==> src/rtl/evq_pkg.sv <==
// Shared types for the event decision queue.
package evq_pkg;

    // State of the verdict-application engine.
    typedef enum logic [1:0] {
        APPLY_IDLE = 2'd0,
        APPLY_FREE = 2'd1,
        APPLY_READ = 2'd2
    } apply_st_t;

    // Encoding of one queued verdict: 1 keeps the event, 0 discards it.
    localparam logic VERDICT_KEEP    = 1'b1;
    localparam logic VERDICT_DISCARD = 1'b0;

endpackage

==> src/rtl/evq_pending_ages.sv <==
// Ring of undecided triggers, each with a saturating age counter.
// Assumes: the caller never pushes when full (the stored-event limit
// bounds the entries). A slot written at a trigger edge reads 1 and then
// gains one per edge, so on the edge k edges later it reads k (capped).
module evq_pending_ages #(
    parameter int DEPTH   = 7,
    parameter int MIN_LAT = 6
) (
    input  logic clk,
    input  logic rst_n,
    input  logic push_i,
    input  logic pop_i,
    output logic empty_o,
    output logic ripe_o
);
    localparam int PTR_W = (DEPTH > 1) ? $clog2(DEPTH) : 1;
    localparam int CNT_W = $clog2(DEPTH + 1);
    localparam int AGE_W = $clog2(MIN_LAT + 1);

    logic [PTR_W-1:0] wp_q, rp_q;
    logic [CNT_W-1:0] cnt_q;
    logic [AGE_W-1:0] slot_age [DEPTH];

    // Write pointer: advance with wrap on every push.
    always_ff @(posedge clk) begin
        if (!rst_n)      wp_q <= '0;
        else if (push_i) wp_q <= (wp_q == PTR_W'(DEPTH - 1)) ? '0 : wp_q + 1'b1;
    end

    // Read pointer: advance with wrap on every pop.
    always_ff @(posedge clk) begin
        if (!rst_n)     rp_q <= '0;
        else if (pop_i) rp_q <= (rp_q == PTR_W'(DEPTH - 1)) ? '0 : rp_q + 1'b1;
    end

    // Occupancy: track pushes minus pops.
    always_ff @(posedge clk) begin
        if (!rst_n)                cnt_q <= '0;
        else if (push_i && !pop_i) cnt_q <= cnt_q + 1'b1;
        else if (pop_i && !push_i) cnt_q <= cnt_q - 1'b1;
    end

    for (genvar g = 0; g < DEPTH; g++) begin : g_slot
        logic [AGE_W-1:0] age_r;
        // Per-slot age: load 1 on write, then count up to the latency cap.
        always_ff @(posedge clk) begin
            if (!rst_n)
                age_r <= '0;
            else if (push_i && wp_q == PTR_W'(g))
                age_r <= AGE_W'(1);
            else if (age_r < AGE_W'(MIN_LAT))
                age_r <= age_r + 1'b1;
        end
        assign slot_age[g] = age_r;
    end

    assign empty_o = (cnt_q == '0);
    assign ripe_o  = !empty_o && (slot_age[rp_q] >= AGE_W'(MIN_LAT));

endmodule

==> src/rtl/evq_fifo.sv <==
// Small first-in first-out store for settled verdicts.
// Assumes: no push when full and no pop when empty (the caller guards both).
module evq_fifo #(
    parameter int DEPTH = 7,
    parameter int WIDTH = 1
) (
    input  logic             clk,
    input  logic             rst_n,
    input  logic             push_i,
    input  logic [WIDTH-1:0] din_i,
    input  logic             pop_i,
    output logic [WIDTH-1:0] dout_o,
    output logic             empty_o
);
    localparam int PTR_W = (DEPTH > 1) ? $clog2(DEPTH) : 1;
    localparam int CNT_W = $clog2(DEPTH + 1);

    logic [PTR_W-1:0] wp_q, rp_q;
    logic [CNT_W-1:0] cnt_q;
    logic [WIDTH-1:0] mem_q [DEPTH];

    // Storage write at the write pointer.
    always_ff @(posedge clk) begin
        if (push_i) mem_q[wp_q] <= din_i;
    end

    // Write pointer with wrap.
    always_ff @(posedge clk) begin
        if (!rst_n)      wp_q <= '0;
        else if (push_i) wp_q <= (wp_q == PTR_W'(DEPTH - 1)) ? '0 : wp_q + 1'b1;
    end

    // Read pointer with wrap.
    always_ff @(posedge clk) begin
        if (!rst_n)     rp_q <= '0;
        else if (pop_i) rp_q <= (rp_q == PTR_W'(DEPTH - 1)) ? '0 : rp_q + 1'b1;
    end

    // Occupancy counter.
    always_ff @(posedge clk) begin
        if (!rst_n)                cnt_q <= '0;
        else if (push_i && !pop_i) cnt_q <= cnt_q + 1'b1;
        else if (pop_i && !push_i) cnt_q <= cnt_q - 1'b1;
    end

    assign dout_o  = mem_q[rp_q];
    assign empty_o = (cnt_q == '0);

endmodule

==> src/rtl/evq_apply_fsm.sv <==
// Takes one verdict at a time and runs the matching handshake.
// Assumes: next_ready_i means the oldest stored event has finished
// acquisition. The acknowledges only count while their request is high.
module evq_apply_fsm
    import evq_pkg::*;
(
    input  logic clk,
    input  logic rst_n,
    input  logic next_ready_i,
    input  logic q_empty_i,
    input  logic q_head_i,
    output logic q_pop_o,
    input  logic free_ack_i,
    input  logic rdo_done_i,
    output logic free_req_o,
    output logic rdo_req_o,
    output logic retire_o
);
    apply_st_t st_q, st_d;

    // Next-state choice: pop when idle, release when the handshake ends.
    always_comb begin
        st_d     = st_q;
        q_pop_o  = 1'b0;
        retire_o = 1'b0;
        unique case (st_q)
            APPLY_IDLE: begin
                if (next_ready_i && !q_empty_i) begin
                    q_pop_o = 1'b1;
                    st_d    = (q_head_i == VERDICT_KEEP) ? APPLY_READ : APPLY_FREE;
                end
            end
            APPLY_FREE: begin
                if (free_ack_i) begin
                    retire_o = 1'b1;
                    st_d     = APPLY_IDLE;
                end
            end
            APPLY_READ: begin
                if (rdo_done_i) begin
                    retire_o = 1'b1;
                    st_d     = APPLY_IDLE;
                end
            end
            default: st_d = APPLY_IDLE;
        endcase
    end

    // State register.
    always_ff @(posedge clk) begin
        if (!rst_n) st_q <= APPLY_IDLE;
        else        st_q <= st_d;
    end

    assign free_req_o = (st_q == APPLY_FREE);
    assign rdo_req_o  = (st_q == APPLY_READ);

endmodule

==> src/rtl/evq_decision_queue.sv <==
// Top: checks each verdict pulse against the oldest undecided trigger,
// queues the valid ones in trigger order, applies them one by one and
// keeps the stored-event count.
// Assumes: trig_i, accept_i and reject_i are single-cycle pulses in the
// clk domain. A verdict arrives before its event reaches the head of the queue.
module evq_decision_queue #(
    parameter int MAX_EV  = 7,
    parameter int MIN_LAT = 6,
    parameter int CNT_W   = $clog2(MAX_EV + 1)
) (
    input  logic             clk,
    input  logic             rst_n,
    input  logic             trig_i,
    input  logic             accept_i,
    input  logic             reject_i,
    input  logic             next_ready_i,
    input  logic             free_ack_i,
    input  logic             rdo_done_i,
    output logic [CNT_W-1:0] stored_cnt_o,
    output logic             err_o,
    output logic             free_req_o,
    output logic             rdo_req_o
);
    logic pend_empty, pend_ripe;
    logic trig_ok, lone, both, take, early;
    logic q_empty, q_head, q_pop, retire;
    logic [CNT_W-1:0] cnt_q;
    logic err_q;

    // Pulse qualification.
    assign trig_ok = trig_i && (cnt_q < CNT_W'(MAX_EV));
    assign both    = accept_i && reject_i;
    assign lone    = accept_i ^ reject_i;
    assign take    = lone && !pend_empty && pend_ripe;
    assign early   = lone && !pend_empty && !pend_ripe;

    evq_pending_ages #(
        .DEPTH   (MAX_EV),
        .MIN_LAT (MIN_LAT)
    ) u_pending (
        .clk     (clk),
        .rst_n   (rst_n),
        .push_i  (trig_ok),
        .pop_i   (take),
        .empty_o (pend_empty),
        .ripe_o  (pend_ripe)
    );

    evq_fifo #(
        .DEPTH (MAX_EV),
        .WIDTH (1)
    ) u_verdicts (
        .clk     (clk),
        .rst_n   (rst_n),
        .push_i  (take),
        .din_i   (accept_i),
        .pop_i   (q_pop),
        .dout_o  (q_head),
        .empty_o (q_empty)
    );

    evq_apply_fsm u_apply (
        .clk          (clk),
        .rst_n        (rst_n),
        .next_ready_i (next_ready_i),
        .q_empty_i    (q_empty),
        .q_head_i     (q_head),
        .q_pop_o      (q_pop),
        .free_ack_i   (free_ack_i),
        .rdo_done_i   (rdo_done_i),
        .free_req_o   (free_req_o),
        .rdo_req_o    (rdo_req_o),
        .retire_o     (retire)
    );

    // Stored-event count: up on each admitted trigger, down on each retirement.
    always_ff @(posedge clk) begin
        if (!rst_n)                cnt_q <= '0;
        else if (trig_ok && !retire) cnt_q <= cnt_q + 1'b1;
        else if (retire && !trig_ok) cnt_q <= cnt_q - 1'b1;
    end

    // Sticky error: early or conflicting verdict pulses.
    always_ff @(posedge clk) begin
        if (!rst_n)              err_q <= 1'b0;
        else if (both || early)  err_q <= 1'b1;
    end

    assign stored_cnt_o = cnt_q;
    assign err_o        = err_q;

endmodule

==> config.mk <==
export PLATFORM = sky130hd
export DESIGN_NAME = evq_decision_queue
export DESIGN_NICKNAME = d
export VERILOG_FILES = /design/src/rtl/evq_pkg.sv /design/src/rtl/evq_pending_ages.sv /design/src/rtl/evq_fifo.sv /design/src/rtl/evq_apply_fsm.sv /design/src/rtl/evq_decision_queue.sv
export SDC_FILE = /design/constraint.sdc
export NUM_CORES = 1
export LEC_CHECK = 0
export CORE_MARGIN = 2
export CORE_UTILIZATION = 45
export DETAILED_ROUTE_END_ITERATION = 10
export GPL_ROUTABILITY_DRIVEN = 0
export PLACE_DENSITY = 0.68
export SYNTH_ARGS = -nofsm -noshare
export SYNTH_HDL_FRONTEND = slang
export SYNTH_SLANG_ARGS = --single-unit
==> constraint.sdc <==
create_clock -name clk -period 4.9 [get_ports clk]
set_input_delay 0.98 -clock clk [delete_from_list [all_inputs] [get_ports clk]]
set_output_delay 0.98 -clock clk [all_outputs]
set_load 0.01 [all_outputs]
==> results.tsv, run 1 <==
metric	value	unit
fin_area	2962	µm²
setup_viol_count_final	0	
async_reset_ff_share	0	%
layoutNonFillerInstCount	373	
r2r_start	u_pending.rp_q[1]$_SDFFE_PN0P_	
met1_length	2.174	mm
start_util	46.07	%
grt_usage	14.46	%
routedWlPerCell	11.85	µm
end_kind	flip-flop	
num_rows	28	
dieArea	6624	µm²
ff2ff_setup_slack	1.93	ns
cts.path.max_buffers	2	
antenna_cells	0	
vias	1924	
ys_seq_area_share	43.45	%
start_kind	input port	
highest_layer	met4	
ios	14	
antenna_found_initial	0	
area_delta_synth_final	9.889	%
hold_buffers	0	
dr_wl_met2	2.107	mm
fin_crit_sh	69.77	%
core	5851	µm²
crit_fanout	12	
grt_pass1_wl	7.527	mm
ys_types	49	
setup_slack	1.482	ns
powerDensity	356.2	nW/µm²
n_fill_cell	524	
dpl.cell_count	365	
ir_drop	0.1682	mV
hold_class	reg2reg	
ys_warn_count	0	
die_w	81.39	µm
whs	0.5185	ns
worstHoldPathCells	2	
synth_edf_count	7	
htree_levels	2	
drv_cap	0	
drtPass1Iterations	4	
grt_start_max_net_pins	41	
critPathKind	in2reg	
holdPathEnd	err_o$_SDFFE_PN0P_	
drtIter0Drc	117	
ant_nets	0	
worst-r2r-cell-count	10	
total_leakage_power	1.103	nW
drive_gt1_share	7.383	%
cts_tree	built	
max_freq	292.5	MHz
min_from	err_o$_SDFFE_PN0P_	
maxSlewHeadroom	75.20	%
rsz0062_at_grt	no	
pre_cts_ws	1.132	ns
post_cts_buffers	0	
grt_pass1_vias	1726	
synth_area	2695	µm²
cts_resized	0	
fin_skew	0.004328	ns
gr-total-overflow	0	
required	5.14	ns
ys_ff_latch	55	
timing.setup.tns	0	ns
met3_length	94	µm
multi_input_area	1414	µm²
place_area	2869	µm²
synth_nets	313	
seq_area	1171	µm²
status	finished clean	
rr_endpoint	u_verdicts.cnt_q[2]$_SDFFE_PN0P_	
startpoint	accept_i	
die_h	81.39	µm
synth_ff_type	dfxtp_1	
fin_crit	3.418	ns
cts_buffers	5	
path_clk_slew	0.10	ns
synthCells	287	
slew_violations	0	
drc	0	
cp.arrival	3.66	ns
clk_latency	0.31	ns
final_nets	323	
tightestPinTransition	0.3685	ns
numPortBuffers	13	
clkSinkCount	55	
clock-root-buffer	clkbuf_8	
routed_wl	4.420	mm
via_per_inst	5.158	
hold_violations	0	
dp_hpwl	3.222	mm
syn_avg_cell_area	9.391	µm²
[critical path, stage by stage]
cell	delay (ns)
clkdlybuf4s50_1	0.54
ha_1	0.36
o31a_1	0.27
nand2b_4	0.17
inv_1	0.09
ha_1	0.18
inv_1	0.06
fa_1	0.37
xor2_1	0.16
or3_1	0.30
a21boi_0	0.18
[layout by cell type, fill, tap and decap left out, types with 4 or more instances in the layout]
cell,synthesis,layout
a21boi_0,8,8
a21oi_1,11,11
and2_1,5,5
clkbuf_8,0,5
clkdlybuf4s50_1,0,13
dfxtp_1,48,48
edfxtp_1,7,7
ha_1,15,15
inv_1,13,13
mux2i_1,8,8
nand2_1,32,32
nand3_1,5,5
nor2_1,32,32
nor2b_1,7,7
nor3_1,7,7
o21ai_0,13,13
or3_1,4,4
xnor2_1,9,9
xor2_1,5,5
[state kept, by name, indices dropped and copies added (netlist names), named ones only]
name,count
err_o,1
stored_cnt_o,3
u_apply.st_q,2
u_pending.cnt_q,3
u_pending.g_slot.age_r,21
u_pending.rp_q,3
u_pending.wp_q,3
u_verdicts.cnt_q,3
u_verdicts.mem_q,7
u_verdicts.rp_q,3
u_verdicts.wp_q,3
[cells in the mapped netlist, types with 4 or more instances]
cell type,count,share of area (%)
a21boi_0,8,2.2
a21oi_1,11,2.0
and2_1,5,1.2
clkbuf_1,7,0.98
dfxtp_1,48,36
edfxtp_1,7,7.8
ha_1,15,7.0
inv_1,13,1.8
mux2i_1,8,3.0
nand2_1,32,4.5
nand3_1,5,0.93
nor2_1,32,4.5
nor2b_1,7,1.6
nor3_1,7,1.3
o21ai_0,13,2.4
or3_1,4,0.93
xnor2_1,9,2.9
xor2_1,5,1.6
[metrics by stage]
stage	util, %	total power, mW
final	50.62	1.055
after CTS	50.62	1.073
after detailed placement	49.04	0.8145
after global routing	50.62	1.132
after global placement	49.04	0.8040
after floorplan	-	0.7474
[final cells by class]
type	count	share of cell area (%)
Tap cell	75	3.169
Timing Repair Buffer	14	4.647
Sequential cell	55	39.54
Clock buffer	5	2.324
Multi-Input combinational cell	207	47.74
Clock inverter	3	0.8027
Inverter	14	1.774
[metal layers]
metal,GRT usage [%],vias to the layer above
li1,-,1012
met1,17.87,894
met2,24.84,14
met3,3.333,4
met4,4.576,0
met5,0,-
[where the power goes]
group          switching (mW)  internal, mW  leakage (nW)
clock                   0.151         0.102        0.0408
combinational           0.115         0.126         0.605
sequential             0.0533         0.508         0.457
total                   0.319         0.736          1.10
[how the worst max path moves through the flow]
stage               slack, ns                          endpoint
floorplan                1.93  u_verdicts.cnt_q[2]$_SDFFE_PN0P_
global route             1.25  u_verdicts.cnt_q[2]$_SDFFE_PN0P_
detailed placement       1.13  u_verdicts.cnt_q[2]$_SDFFE_PN0P_
finish                   1.48  u_verdicts.cnt_q[2]$_SDFFE_PN0P_
global placement         1.28  u_verdicts.cnt_q[2]$_SDFFE_PN0P_
CTS                      1.46  u_verdicts.cnt_q[2]$_SDFFE_PN0P_
[logic make-up (layout without fill, tap and decap cells)]
kind of cell	after synthesis	after routing	synth area share [%]
simple gates	113	113	21.36
flops	55	55	43.45
compound gates	51	51	12.30
buf+inv	25	36	4.085
fa+ha+maj	18	18	9.192
xor+xnor	14	14	4.550
mux	11	11	5.060
No activity file was read; power rests on OpenSTA's default activity.
==> inputs of run 2 (changes only) <==
clock period = 3.55 ns   (was 4.9 ns; I/O delays follow)
==> results.tsv, run 2 (same netlist as run 1, synthesis figures left out) <==
metric	value	unit
utilization	50.86	%
numPortBuffers	13	
rsz0062_at_grt	no	
dp_hpwl	3.240	mm
startpoint	accept_i	
start_util	46.07	%
ios	14	
hold_class	reg2reg	
hold_buffers	0	
finalPower	1.456	mW
antenna_cells	0	
clk_latency	0.31	ns
fin_crit	2.912	ns
critPathKind	in2reg	
ir_drop	0.1992	mV
grt_usage	14.85	%
routedWlPerCell	11.59	µm
drive_gt1_share	8.000	%
reg_top3	u_pending.g_slot.age_r (21), u_verdicts.mem_q (7)	
crit_family	adder cells	
routed_wl	4.346	mm
core	5851	µm²
path_cells	clkdlybuf4s50_1 > ha_1 > o31a_1 > nand2b_4 > inv_1 > ha_1 > inv_1 > fa_1 > xor2_1 > or3_1 > a21boi_0	
drv_cap	0	
final_nets	325	
clkSinkCount	55	
layout_common_cells	dfxtp_1 (48), nand2_1 (32), nor2_1 (32)	
drtIter0Drc	64	
post_cts_buffers	0	
crit_buf_inv	3	
htree_levels	2	
rr_endpoint	u_verdicts.cnt_q[2]$_SDFFE_PN0P_	
max_freq	343.4	MHz
die_w	81.39	µm
cts_buffers	5	
fin_crit_sh	82.02	%
ff2ff_setup_slack	0.72	ns
hold_violations	0	
worstHoldPathCells	2	
tightestPinTransition	0.4933	ns
vias	1945	
layoutNonFillerInstCount	375	
cts_resized	0	
ant_nets	0	
largest_register	u_pending.g_slot.age_r	
die_h	81.39	µm
largest_register_ffs	21	
drc	0	
dieArea	6624	µm²
cts_tree	built	
grt_util_met1	18.75	%
holdPathEnd	err_o$_SDFFE_PN0P_	
worst-r2r-cell-count	11	
grt_start_max_net_pins	27	
status	finished clean	
path_clk_slew	0.10	ns
grt_pass1_wl	7.617	mm
timing.setup.tns	0	ns
drtPass1Iterations	4	
grt_pass1_vias	1751	
crit_slowest_cell	clkdlybuf4s50_1	
grt_use_met3	3.667	%
cts.path.max_buffers	2	
maxSlewHeadroom	67.01	%
layout_commonest_cell	dfxtp_1	
fin_skew	0.01076	ns
cp.arrival	3.15	ns
powerDensity	489.2	nW/µm²
num_rows	28	
use_met2	24.02	%
via_per_inst	5.187	
cp_slowest_stage_delay	0.44	ns
n_fill_cell	563	
required	3.79	ns
start_kind	input port	
r2r_start	u_pending.rp_q[0]$_SDFFE_PN0P_	
clock-root-buffer	clkbuf_8	
gr-total-overflow	0	
antenna_found_initial	0	
busiest_layer	met2	
whs	0.5119	ns
total_leakage_power	1.120	nW
dpl.cell_count	367	
slew_violations	0	
area_delta_synth_final	10.40	%
crit_fanout	6	
setup_viol_count_final	0	
end_kind	flip-flop	
min_from	err_o$_SDFFE_PN0P_	
==> run 2: layer usage <==
layer | vias up | routed length (µm)
met4 | 0 | 76
met1 | 903 | 2165
met2 | 21 | 1981
met3 | 6 | 123
li1 | 1015 | -
met5 | - | 0
==> run 2: per-stage QoR <==
stage / setup WS [ns] / cell area [µm²]
2_1_floorplan: 0.7956 / 2695
3_3_place_gp: 0.4090 / 2884
3_5_place_dp: 0.2982 / 2884
4_1_cts: 0.6289 / 2975
5_1_grt: 0.4775 / 2975
6_report: 0.6381 / 2975
==> run 2: tightest hold or removal path: cells and delay by family, from the launching register on <==
kind / cells / cell delay (ns)
compound gates: 1 / 0.05
flops: 1 / 0.34
simple gates: 1 / 0.09
==> run 2: where the power goes <==
group | leakage (nW) | internal [mW] | switching [mW] | total (mW)
registers | 0.457 | 0.701 | 0.0744 | 0.775
logic | 0.614 | 0.174 | 0.159 | 0.333
clock network | 0.0485 | 0.142 | 0.206 | 0.348
==> run 2: layout make-up <==
| type | instances | area, µm² | area share [%] |
|---|---|---|---|
| multi-input combinational | 207 | 1414 | 47.52 |
| sequential | 55 | 1171 | 39.36 |
| timing repair buffer | 16 | 152.6 | 5.130 |
| tap | 75 | 93.84 | 3.154 |
| clock buffer | 5 | 68.82 | 2.313 |
| inverter | 14 | 52.55 | 1.766 |
| clock inverter | 3 | 22.52 | 0.7569 |
==> run 2: how the worst max path moves through the flow <==
stage / end / slack (ns) / cells past startpoint
after floorplan: u_verdicts.cnt_q[2]$_SDFFE_PN0P_ / 0.80 / 12
after global placement: u_verdicts.cnt_q[2]$_SDFFE_PN0P_ / 0.41 / 11
after detailed placement: u_verdicts.cnt_q[2]$_SDFFE_PN0P_ / 0.30 / 11
after CTS: u_verdicts.cnt_q[2]$_SDFFE_PN0P_ / 0.63 / 11
after global routing: u_verdicts.cnt_q[2]$_SDFFE_PN0P_ / 0.48 / 11
final: u_verdicts.cnt_q[2]$_SDFFE_PN0P_ / 0.64 / 11
==> inputs of run 3 (changes only) <==
clock period = 2.86 ns   (was 3.55 ns; I/O delays follow)
==> results.tsv, run 3 (same netlist as run 1, synthesis figures left out) <==
metric	value	unit
status	finished clean	
hold_buffers	0	
drive_gt1_share	10.39	%
slew_violations	0	
start_util	46.07	%
n_fill_cell	535	
fin_skew	0.006990	ns
setup_viol_count_final	0	
ir_drop	0.2469	mV
drtIter0Drc	100	
antenna_found_initial	0	
switching_share	28.12	%
die_w	81.39	µm
required	3.10	ns
finalPower	1.889	mW
post_cts_buffers	0	
cts_tree	built	
pre_cts_ws	-0.06949	ns
via_per_inst	5.198	
cpMostUsedCell	inv_1	
grt_pass1_wl	7.728	mm
grt_usage	15.13	%
core	5851	µm²
cp_slowest_stage_delay	0.47	ns
cts_resized	0	
cts_buffers	5	
drv_cap	0	
cp.arrival	2.90	ns
seq_power_share	50.9	%
total_leakage_power	1.170	nW
max_freq	375.5	MHz
rsz0062_at_grt	no	
clk_latency	0.30	ns
ant_nets	0	
layout_commonest_cell	dfxtp_1	
num_rows	28	
fin_crit_sh	93.12	%
crit_buf_inv	2	
critPathKind	reg2reg	
htree_levels	2	
cts.path.max_buffers	2	
crit_family	simple AND/OR/NAND/NOR gates	
hold_violations	0	
start_kind	flip-flop	
pwr-share-comb	22.8	%
layout_common_cells	dfxtp_1 (47), nand2_1 (32), nor2_1 (32)	
numPortBuffers	13	
final_nets	333	
path_cells	nand2_2 > mux4_2 > o32a_2 > nand2b_4 > inv_1 > ha_1 > inv_1 > fa_1 > xor2_1 > or3_1 > a21boi_0	
reg_top3	u_pending.g_slot.age_r (21), u_verdicts.mem_q (7)	
seq_area	1172	µm²
powerDensity	616.3	nW/µm²
end_kind	flip-flop	
tightestPinTransition	0.5443	ns
drtPass1Iterations	4	
routedWlPerCell	11.92	µm
clkSinkCount	55	
dieArea	6624	µm²
fin_crit	2.663	ns
clock-root-buffer	clkbuf_8	
drc	0	
largest_register_ffs	21	
gr-total-overflow	0	
grt_pass1_vias	1772	
antenna_cells	0	
power.net_switching	0.5313	mW
multi_input_area	1414	µm²
clkPwrFrac	26.3	%
crit_slowest_cell	mux4_2	
crit_fanout	4	
vias	1991	
internal-power	1.358	mW
setup_slack	0.1967	ns
path_clk_slew	0.09	ns
hold_class	reg2reg	
grt_start_max_net_pins	28	
largest_register	u_pending.g_slot.age_r	
maxSlewHeadroom	63.60	%
dp_hpwl	3.380	mm
ios	14	
die_h	81.39	µm
area_delta_synth_final	13.74	%
routed_wl	4.564	mm
run 3: cell count changes in the layout (fill, tap and decap cells not counted):
cell	delta
dfxtp_1	-1
clkinv_1	+1
buf_12	+1
buf_4	+7
clkinv_4	-1
inv_6	-1
bufinv_16	+1
dfxtp_2	+1
run 3: path summary, 6_finish.rpt:
path / start / to / slack, ns / cells past startpoint
min: u_verdicts.cnt_q[2]$_SDFFE_PN0P_ / u_verdicts.cnt_q[2]$_SDFFE_PN0P_ / 0.50 / 2
max reg2reg: u_pending.g_slot[3].age_r[2]$_SDFFE_PP0N_ / u_verdicts.cnt_q[2]$_SDFFE_PN0P_ / 0.20 / 11
min reg2reg: u_verdicts.cnt_q[2]$_SDFFE_PN0P_ / u_verdicts.cnt_q[2]$_SDFFE_PN0P_ / 0.50 / 2
max: u_pending.g_slot[3].age_r[2]$_SDFFE_PP0N_ / u_verdicts.cnt_q[2]$_SDFFE_PN0P_ / 0.20 / 11
run 3: power by group through the flow:
stage | sequential [mW] | combinational [mW] | clock [mW]
6_report | 0.962 | 0.431 | 0.497
5_1_grt | 0.980 | 0.494 | 0.544
4_1_cts | 0.963 | 0.437 | 0.515
3_5_place_dp | 0.981 | 0.435 | 0
3_3_place_gp | 0.977 | 0.422 | 0
2_1_floorplan | 0.958 | 0.323 | 0
run 3: per-layer routing:
metal | global-route usage [%] | part of all wire, %
met1 | 18.61 | 49
met2 | 25.57 | 47
met3 | 3.667 | 2.3
met4 | 5.593 | 1.3
met5 | 0 | 0
run 3: final cells by class:
class / instances / share of cell area (%)
multi-input cells: 207 / 46.12
flip-flops and latches: 55 / 38.24
repair buffers: 24 / 7.347
well taps: 75 / 3.061
clock buffers: 5 / 2.245
inverters: 14 / 1.714
clock inverters: 3 / 1.265
run 3: per-stage QoR:
step / setup TNS, ns / utilization, % / cells / hold WS, ns / cell area, µm²
2_1_floorplan: 0 / - / 287 / 0.4641 / 2695
4_1_cts: 0 / 52.37 / 383 / 0.5080 / 3064
3_5_place_dp: -0.09188 / 50.53 / 375 / 0.4946 / 2957
5_1_grt: 0 / 52.40 / 383 / 0.5434 / 3065
6_report: 0 / 52.40 / 383 / 0.5047 / 3065
3_3_place_gp: -0.03408 / 50.53 / 375 / 0.4832 / 2957
run 3: worst reg2reg max path: stages, from the launching register on:
cell,delay (ns)
dfxtp_1,0.39
nand2_2,0.11
mux4_2,0.47
o32a_2,0.22
nand2b_4,0.17
inv_1,0.06
ha_1,0.16
inv_1,0.05
fa_1,0.36
xor2_1,0.15
or3_1,0.29
a21boi_0,0.15
